--- src/rtl/fls_pkg.sv ---
package fls_pkg;
  typedef enum logic [2:0] {
    ST_RESET_FORCE = 3'd0,
    ST_WAIT_IDLE   = 3'd1,
    ST_RELEASE     = 3'd2,
    ST_WAIT_PEER   = 3'd3,
    ST_NORMAL      = 3'd4
  } link_st_e;

  localparam int RDY_W = 2;
  localparam logic [RDY_W-1:0] RDY_ALL = '1;
  localparam logic [RDY_W-1:0] RDY_NONE = '0;
endpackage

--- src/rtl/fls_sync.sv ---
module fls_sync #(
  parameter int W      = 2,
  parameter int STAGES = 2
) (
  input  logic         clk,
  input  logic         rst_n,
  input  logic [W-1:0] d,
  output logic [W-1:0] q
);
  logic [W-1:0] stg [STAGES];

  genvar gi;
  generate
    for (gi = 0; gi < STAGES; gi++) begin : g_stage
      if (gi == 0) begin : g_first
        always_ff @(posedge clk) begin
          if (!rst_n) stg[gi] <= '0;
          else        stg[gi] <= d;
        end
      end else begin : g_rest
        always_ff @(posedge clk) begin
          if (!rst_n) stg[gi] <= '0;
          else        stg[gi] <= stg[gi-1];
        end
      end
    end
  endgenerate

  assign q = stg[STAGES-1];
endmodule

--- src/rtl/fls_qual.sv ---
module fls_qual #(
  parameter int QUAL = 2
) (
  input  logic clk,
  input  logic rst_n,
  input  logic arm,
  input  logic frame,
  input  logic both_rdy,
  output logic done
);
  localparam int CW = $clog2(QUAL + 1);
  localparam logic [CW-1:0] LIMIT = CW'(QUAL);

  logic [CW-1:0] run_cnt;

  assign done = (run_cnt == LIMIT);

  always_ff @(posedge clk) begin
    if (!rst_n || !arm) begin
      run_cnt <= '0;
    end else if (frame && !done) begin
      if (both_rdy) run_cnt <= run_cnt + 1'b1;
      else          run_cnt <= '0;
    end
  end
endmodule

--- src/rtl/fls_ctl_regs.sv ---
module fls_ctl_regs
  import fls_pkg::*;
(
  input  logic             clk,
  input  logic             rst_n,
  input  logic             auto_release,
  input  logic             sw_wr_force,
  input  logic             sw_force_val,
  input  logic             sw_wr_rdy,
  input  logic [RDY_W-1:0] sw_rdy_val,
  output logic             force_q,
  output logic [RDY_W-1:0] field_q
);
  always_ff @(posedge clk) begin
    if (!rst_n) begin
      force_q <= 1'b1;
    end else if (sw_wr_force) begin
      force_q <= sw_force_val;
    end else if (auto_release) begin
      force_q <= 1'b0;
    end
  end

  always_ff @(posedge clk) begin
    if (!rst_n) begin
      field_q <= RDY_NONE;
    end else if (sw_wr_rdy) begin
      field_q <= sw_rdy_val;
    end else if (auto_release) begin
      field_q <= RDY_ALL;
    end
  end
endmodule

--- src/rtl/fls_fsm.sv ---
module fls_fsm
  import fls_pkg::*;
(
  input  logic     clk,
  input  logic     rst_n,
  input  logic     rx_en,
  input  logic     idle_det,
  input  logic     qual_done,
  output logic     idle_seen,
  output link_st_e state,
  output logic     auto_release,
  output logic     arm_qual
);
  link_st_e nxt;

  always_ff @(posedge clk) begin
    if (!rst_n)                 idle_seen <= 1'b0;
    else if (rx_en && idle_det) idle_seen <= 1'b1;
  end

  always_comb begin
    nxt = state;
    unique case (state)
      ST_RESET_FORCE: nxt = ST_WAIT_IDLE;
      ST_WAIT_IDLE:   if (idle_seen) nxt = ST_RELEASE;
      ST_RELEASE:     nxt = ST_WAIT_PEER;
      ST_WAIT_PEER:   if (qual_done) nxt = ST_NORMAL;
      ST_NORMAL:      nxt = ST_NORMAL;
      default:        nxt = ST_RESET_FORCE;
    endcase
  end

  always_ff @(posedge clk) begin
    if (!rst_n) state <= ST_RESET_FORCE;
    else        state <= nxt;
  end

  assign auto_release = (state == ST_RELEASE);
  assign arm_qual     = (state == ST_WAIT_PEER);
endmodule

--- src/rtl/fabric_link_seq.sv ---
module fabric_link_seq
  import fls_pkg::*;
#(
  parameter int SYNC_STAGES = 2,
  parameter int QUAL_FRAMES = 2
) (
  input  logic       clk,
  input  logic       rst_n,
  input  logic       rx_en,
  input  logic       idle_det,
  input  logic       irq_en,
  input  logic [1:0] sb_rdy_in,
  input  logic       sb_frame,
  input  logic       sw_wr_force,
  input  logic       sw_force_val,
  input  logic       sw_wr_rdy,
  input  logic [1:0] sw_rdy_val,
  output logic [1:0] sb_rdy_out,
  output logic [1:0] hdr_rdy,
  output logic       ovr_force,
  output logic       tx_en,
  output logic       tx_idle_only,
  output logic       tx_en_ctl,
  output logic       tx_en_dat,
  output logic       idle_seen,
  output logic       irq,
  output logic [2:0] state_o
);
  logic [RDY_W-1:0] peer_rdy;
  logic [RDY_W-1:0] field_q;
  logic             force_q;
  logic             qual_done;
  logic             auto_release;
  logic             arm_qual;
  logic             seen_q;
  link_st_e         st;

  fls_sync #(.W(RDY_W), .STAGES(SYNC_STAGES)) u_sync (
    .clk(clk), .rst_n(rst_n), .d(sb_rdy_in), .q(peer_rdy)
  );

  fls_qual #(.QUAL(QUAL_FRAMES)) u_qual (
    .clk(clk), .rst_n(rst_n), .arm(arm_qual), .frame(sb_frame),
    .both_rdy(peer_rdy == RDY_ALL), .done(qual_done)
  );

  fls_ctl_regs u_regs (
    .clk(clk), .rst_n(rst_n), .auto_release(auto_release),
    .sw_wr_force(sw_wr_force), .sw_force_val(sw_force_val),
    .sw_wr_rdy(sw_wr_rdy), .sw_rdy_val(sw_rdy_val),
    .force_q(force_q), .field_q(field_q)
  );

  fls_fsm u_fsm (
    .clk(clk), .rst_n(rst_n), .rx_en(rx_en), .idle_det(idle_det),
    .qual_done(qual_done), .idle_seen(seen_q), .state(st),
    .auto_release(auto_release), .arm_qual(arm_qual)
  );

  assign ovr_force    = force_q;
  assign sb_rdy_out   = force_q ? RDY_NONE : field_q;
  assign hdr_rdy      = force_q ? RDY_NONE : peer_rdy;
  assign tx_en        = (st != ST_RESET_FORCE);
  assign tx_idle_only = (st != ST_NORMAL);
  assign tx_en_ctl    = (st == ST_NORMAL);
  assign tx_en_dat    = (st == ST_NORMAL);
  assign idle_seen    = seen_q;
  assign irq          = seen_q && irq_en;
  assign state_o      = st;
endmodule

--- config.mk ---
export PLATFORM = sky130hd
export DESIGN_NAME = fabric_link_seq
export DESIGN_NICKNAME = d
export VERILOG_FILES = /design/src/rtl/fls_pkg.sv /design/src/rtl/fls_sync.sv /design/src/rtl/fls_qual.sv /design/src/rtl/fls_ctl_regs.sv /design/src/rtl/fls_fsm.sv /design/src/rtl/fabric_link_seq.sv
export SDC_FILE = /design/constraint.sdc
export NUM_CORES = 1
export LEC_CHECK = 0
export ABC_AREA = 1
export BUFFER_PORTS_ARGS = -buffer_cell sky130_fd_sc_hd__clkbuf_2
export CORE_MARGIN = 4
export CORE_UTILIZATION = 45
export CTS_BUF_LIST = sky130_fd_sc_hd__clkbuf_16
export CTS_CLUSTER_DIAMETER = 50
export DETAILED_ROUTE_END_ITERATION = 16
export PLACE_DENSITY = 0.77
export SLEW_MARGIN = 20
export SYNTH_ARGS = -nofsm -noshare
export SYNTH_HDL_FRONTEND = slang
export SYNTH_SLANG_ARGS = --single-unit
--- constraint.sdc ---
create_clock -name clk -period 2 [get_ports clk]
set_clock_uncertainty 0.2 [all_clocks]
set_input_delay 0.1 -clock clk [delete_from_list [all_inputs] [get_ports clk]]
set_output_delay 0.1 -clock clk [all_outputs]
set_load 0.1 [all_outputs]
* After elaboration in Yosys (flattened, before gate mapping)
Memories as Yosys holds them, arrays and structs flattened.
Cells that the tools add are included.
Widths: inputs -> output; s select.
** Operators by class
- Equality and inequality tests :: 9
- Add/sub/neg operators :: 1
- Muxes and demuxes :: 14
- Bitwise operators :: 2
- Reduce and logical (&&, ||, !) cells :: 12
** Operator list (number)
- $pmux 3 s5 :: 1
- $mux 2 :: 7
- $eq 3x2->1 const B :: 2
- $mux 3 :: 2
- $eq 2x2->1 const B :: 2
- $mux 1 :: 4
- $reduce_bool 2->1 :: 2
- $eq 3x1->1 const B :: 1
- $eq 3x3->1 const B :: 1
- $logic_and 1x1->1 :: 3
- $logic_not 1->1 :: 3
- $logic_not 3->1 :: 1
- $ne 3x3->1 const B :: 1
- $reduce_bool 3->1 :: 1
- $add 2x1->2 const B :: 1
- $ne 2x1->1 const B :: 1
- $ne 2x2->1 const B :: 1
- $or 1x1->1 :: 2
- $reduce_and 2->1 :: 1
- $logic_or 1x1->1 :: 1
** Word-level totals
- Word-level logic and storage cells :: 44
- Flip-flop bits (word level) :: 9
- Input bits :: 13
- Bits in writable memories :: 4
- Memories :: 1
- Output and inout bits :: 14
** Memories
- u_sync.stg :: depth 2, bits a word 2, rd ports 2, clocked after memory_dff 0, wr ports 2, RTL line fls_sync.sv:10 : logic [W-1:0] stg [STAGES];

* Logic depth before layout (Yosys ltp)
- Depth after elaboration :: 3
- Depth in mapped cells :: 7

* Cells and area by module
Synthesis repeated with hierarchy kept, for this count alone.
** Second synthesis, totals
- Cell total of the unflattened synthesis :: 102
- Area total of the unflattened synthesis :: 651.9 um^2
** Modules (own cells, without submodules)
- fls_fsm :: area each 209.0 um^2, cells each 30, times used 1
- fls_ctl_regs :: area each 127.6 um^2, cells each 20, times used 1
- fls_qual :: area each 118.9 um^2, cells each 20, times used 1
- fls_sync :: area each 110.1 um^2, cells each 12, times used 1
- fabric_link_seq :: area each 86.3 um^2, cells each 20, times used 1

* Worst setup path before layout
OpenSTA, ideal clock, no wires.
- Kind :: reg-to-output
- Start point :: register u_fsm.state[2]
- End point :: output port tx_idle_only
- Required time :: 1700 ps
- Data arrival time :: 3343 ps
- Stages on the path, launching flop included :: 4
- Slack :: -1643 ps
- Path buffers :: 0
- Cells stage by stage :: dfxtp_1 -> inv_2 -> nor3_2 -> inv_1
** Between the ends
- Longest elaborated chain between the ends :: 1
** RTL lines
- from (decl) :: RTL line fls_fsm.sv:10 : output link_st_e state,
- from (signal assigned) :: RTL line fls_fsm.sv:35 : else state <= nxt;
- $ne 3x3->1 :: RTL line fabric_link_seq.sv:64 : assign tx_idle_only = (st != ST_NORMAL);
- to (decl) :: RTL line fabric_link_seq.sv:22 : output logic tx_idle_only,
No other way between the ends.

==> flow_summary.json <==
{
  "ir_worst_vdd_mv": 0.800,
  "cts_resized": 0,
  "cap_violations": 0,
  "grt_start_max_net_pins": 9,
  "hpwl_um": 1020,
  "synth_area_um2": 599,
  "status": "complete, no violations",
  "critPathCaptureType": "register",
  "cts_tree": "yes",
  "holdCritStartpoint": "u_sync.stg[0][1]",
  "htree_levels": 1,
  "grt_pass1_wl_um": 3090,
  "rsz0062_at_grt": "no",
  "p_sw_share_pct": 38.7,
  "yosysWarnings": 0,
  "die-area_mm2": 0.00198,
  "required_ns": 1.93,
  "period_needed_ns": 1.81,
  "postRouteWirelength_um": 1970,
  "r2r-end": "u_regs.field_q[1]",
  "grt_usage_pct": 21.7,
  "netlist_top_cells_area": "dfxtp_1, nand2_1, inv_1, nor2_1, a21oi_1",
  "core_area_mm2": 0.00119,
  "grt-ovfl-total": 0,
  "die-height_um": 44.5,
  "synth_area_per_cell_um2": 6.59,
  "comb_power_share_pct": 32.2,
  "std_cell_rows": 12,
  "final_antenna_net_count": 0,
  "p_leak_uw": 0.000521,
  "ff2ff_path_depth": 6,
  "vias": 723,
  "synth-seq-cells": 13,
  "die_width_um": 44.5,
  "cellPowerDensity_mw_per_mm2": 1010,
  "slew_viol_final": 0,
  "worstReg2RegStart": "u_fsm.state[0]",
  "drive_gt1_share_pct": 32.1,
  "crit_fanout": 8,
  "gp_congestion": 0.696,
  "hold_viol": 0,
  "min_path_cells": 2,
  "r2r_slack_ns": 0.31,
  "syn_inst": 91,
  "yosysTopAreaCellShare_pct": 43.4,
  "period_share_pct": 90.5,
  "cp-start-kind": "primary input",
  "seq_area_frac_synth_pct": 43.4,
  "cts.clk_slew.worst_paths_ns": 0.05,
  "syn_nets": 105,
  "slew_headroom_pct": 62.5,
  "area_growth_pct": 66.0,
  "diodes": 0,
  "cts_root_buf": "clkbuf_16",
  "p_seq_share_pct": 30.0,
  "total_power_uw": 1010,
  "yosysTopAreaCell": "dfxtp_1",
  "port_buffers": 26,
  "dr.pass1.iters": 4,
  "p_switching_uw": 391,
  "initial_core_util_pct": 50.5,
  "clkLatencyLatePin_ns": 0.24,
  "placed_area_um2": 764,
  "io_pins": 27,
  "antenna_found_initial": 0,
  "first_iter_violations": 21,
  "whs_endpoint": "u_sync.stg[1][1]",
  "wl_per_cell_um": 13.3,
  "hp-class": "reg -> reg",
  "finalSetupViolations": 0,
  "setup.worst_path.class": "in -> reg",
  "clockBufferDepth": 2,
  "synth_cell_type_count": 13,
  "crit_arrival_ns": 1.74,
  "cts_made_buffers": 3,
  "nets": 149,
  "fmax_mhz": 552,
  "stdcell_area_um2": 995,
  "via_per_inst": 4.89,
  "power_frac_clock_pct": 37.8,
  "p_int_uw": 618,
  "worst_slew_pin_slew_ns": 0.565,
  "filler_cell_count": 78,
  "clock-sinks": 13,
  "drc": 0,
  "grt_pass1_vias": 698
}
[cells by family (layout without fill, tap and decap cells)]
group / after synthesis / after routing / share of synthesized area (%)
AO/OA/AOI/OAI: 6 / 6 / 5.01
buffers and inverters: 23 / 66 / 15.2
AND/OR/NAND/NOR: 48 / 48 / 34.2
flip-flops: 13 / 13 / 43.4
adder cells (fa/ha/maj): 1 / 1 / 2.09
[worst max-delay path, stage by stage]
cell and delay (ns):
dlygate4sd3_1 0.52, clkbuf_2 0.19, inv_1 0.13, a21oi_1 0.17, dlygate4sd3_1 0.57, nand2_1 0.05
[registers in the layout, summed over array words and instances, names as in the netlist]
signal	flops
u_fsm.idle_seen	1
u_qual.run_cnt	2
u_fsm.state	3
u_regs.force_q	1
u_sync.stg	4
u_regs.field_q	2
[layout by cell type, fill, tap and decap left out]
cell type,Yosys,routed
a21oi_1,6,6
ha_1,1,1
dfxtp_4,0,1
nor2_2,1,5
nand3b_1,1,1
clkbuf_16,0,3
clkinvlp_4,0,1
dfxtp_2,0,3
nand3_1,5,5
inv_1,20,19
clkinv_2,0,1
nor2_1,18,14
nor3_2,2,1
dfxtp_1,13,9
inv_4,0,1
nand2_1,21,21
clkbuf_2,0,26
dlygate4sd3_1,0,15
nor3_4,0,1
[per-stage QoR]
step | worst slack (ns) | setup TNS [ns] | std cells | util [%] | hold WS (ns)
floorplan | -0.651 | -0.925 | 91 | - | -0.00237
global placement | 0.548 | 0 | 129 | 64.5 | 0.0810
detailed placement | 0.524 | 0 | 129 | 64.5 | 0.0908
CTS | 0.250 | 0 | 148 | 83.9 | 0.213
global route | 0.0957 | 0 | 148 | 83.9 | 0.266
finish | 0.190 | 0 | 148 | 83.9 | 0.248
[how the worst max path moves through the flow]
| stage | startpoint | endpoint | slack (ns) |
|---|---|---|---|
| after global placement | u_fsm.state[2] | tx_en_ctl | 0.55 |
| after detailed placement | u_fsm.state[2] | tx_en_dat | 0.52 |
| after floorplan | u_fsm.state[2] | tx_idle_only | -0.65 |
| final | rst_n | u_regs.force_q | 0.19 |
| after global routing | rst_n | u_regs.force_q | 0.1 |
| after CTS | rst_n | u_regs.field_q[1] | 0.25 |
[synthesized netlist by cell type, drive strengths merged]
library cell and n:
nand3b 1, nand2 21, nand3 5, nor3 2, ha 1, dfxtp 13, a21oi 6, inv 21
buf 2, nor2 19
[layout make-up]
cell class              count  area, um^2  area share, %
inverters                  21        85.1           8.55
multi-input cells          55         264           26.5
clock buffers               3        75.1           7.55
flip-flops and latches     13         268           26.9
clock inverters             1        5.00          0.503
repair buffers             41         280           28.2
well taps                  14        17.5           1.76
[power by group through the flow]
| stage | clock (uW) | sequential [uW] | combinational (uW) |
|---|---|---|---|
| global route | 397 | 306 | 337 |
| global placement | 0 | 305 | 289 |
| floorplan | 0 | 377 | 176 |
| CTS | 378 | 302 | 318 |
| detailed placement | 0 | 307 | 291 |
| finish | 382 | 303 | 325 |
[repair_timing]
item | in CTS | in global routing
hold buffers | 15 | 0
endpoints found under the hold margin | 10 | 0
buffers inserted | 0 | 0
[routing by layer]
| layer | up-vias | part of all wire [%] | track usage, % |
|---|---|---|---|
| li1 | 354 | - | - |
| met1 | 325 | 34 | 20.3 |
| met2 | 38 | 58 | 43.0 |
| met3 | 6 | 7.0 | 6.10 |
| met4 | 0 | 1.7 | 8.43 |
| met5 | - | 0 | 0 |
(Power assumes the default switching activity.)
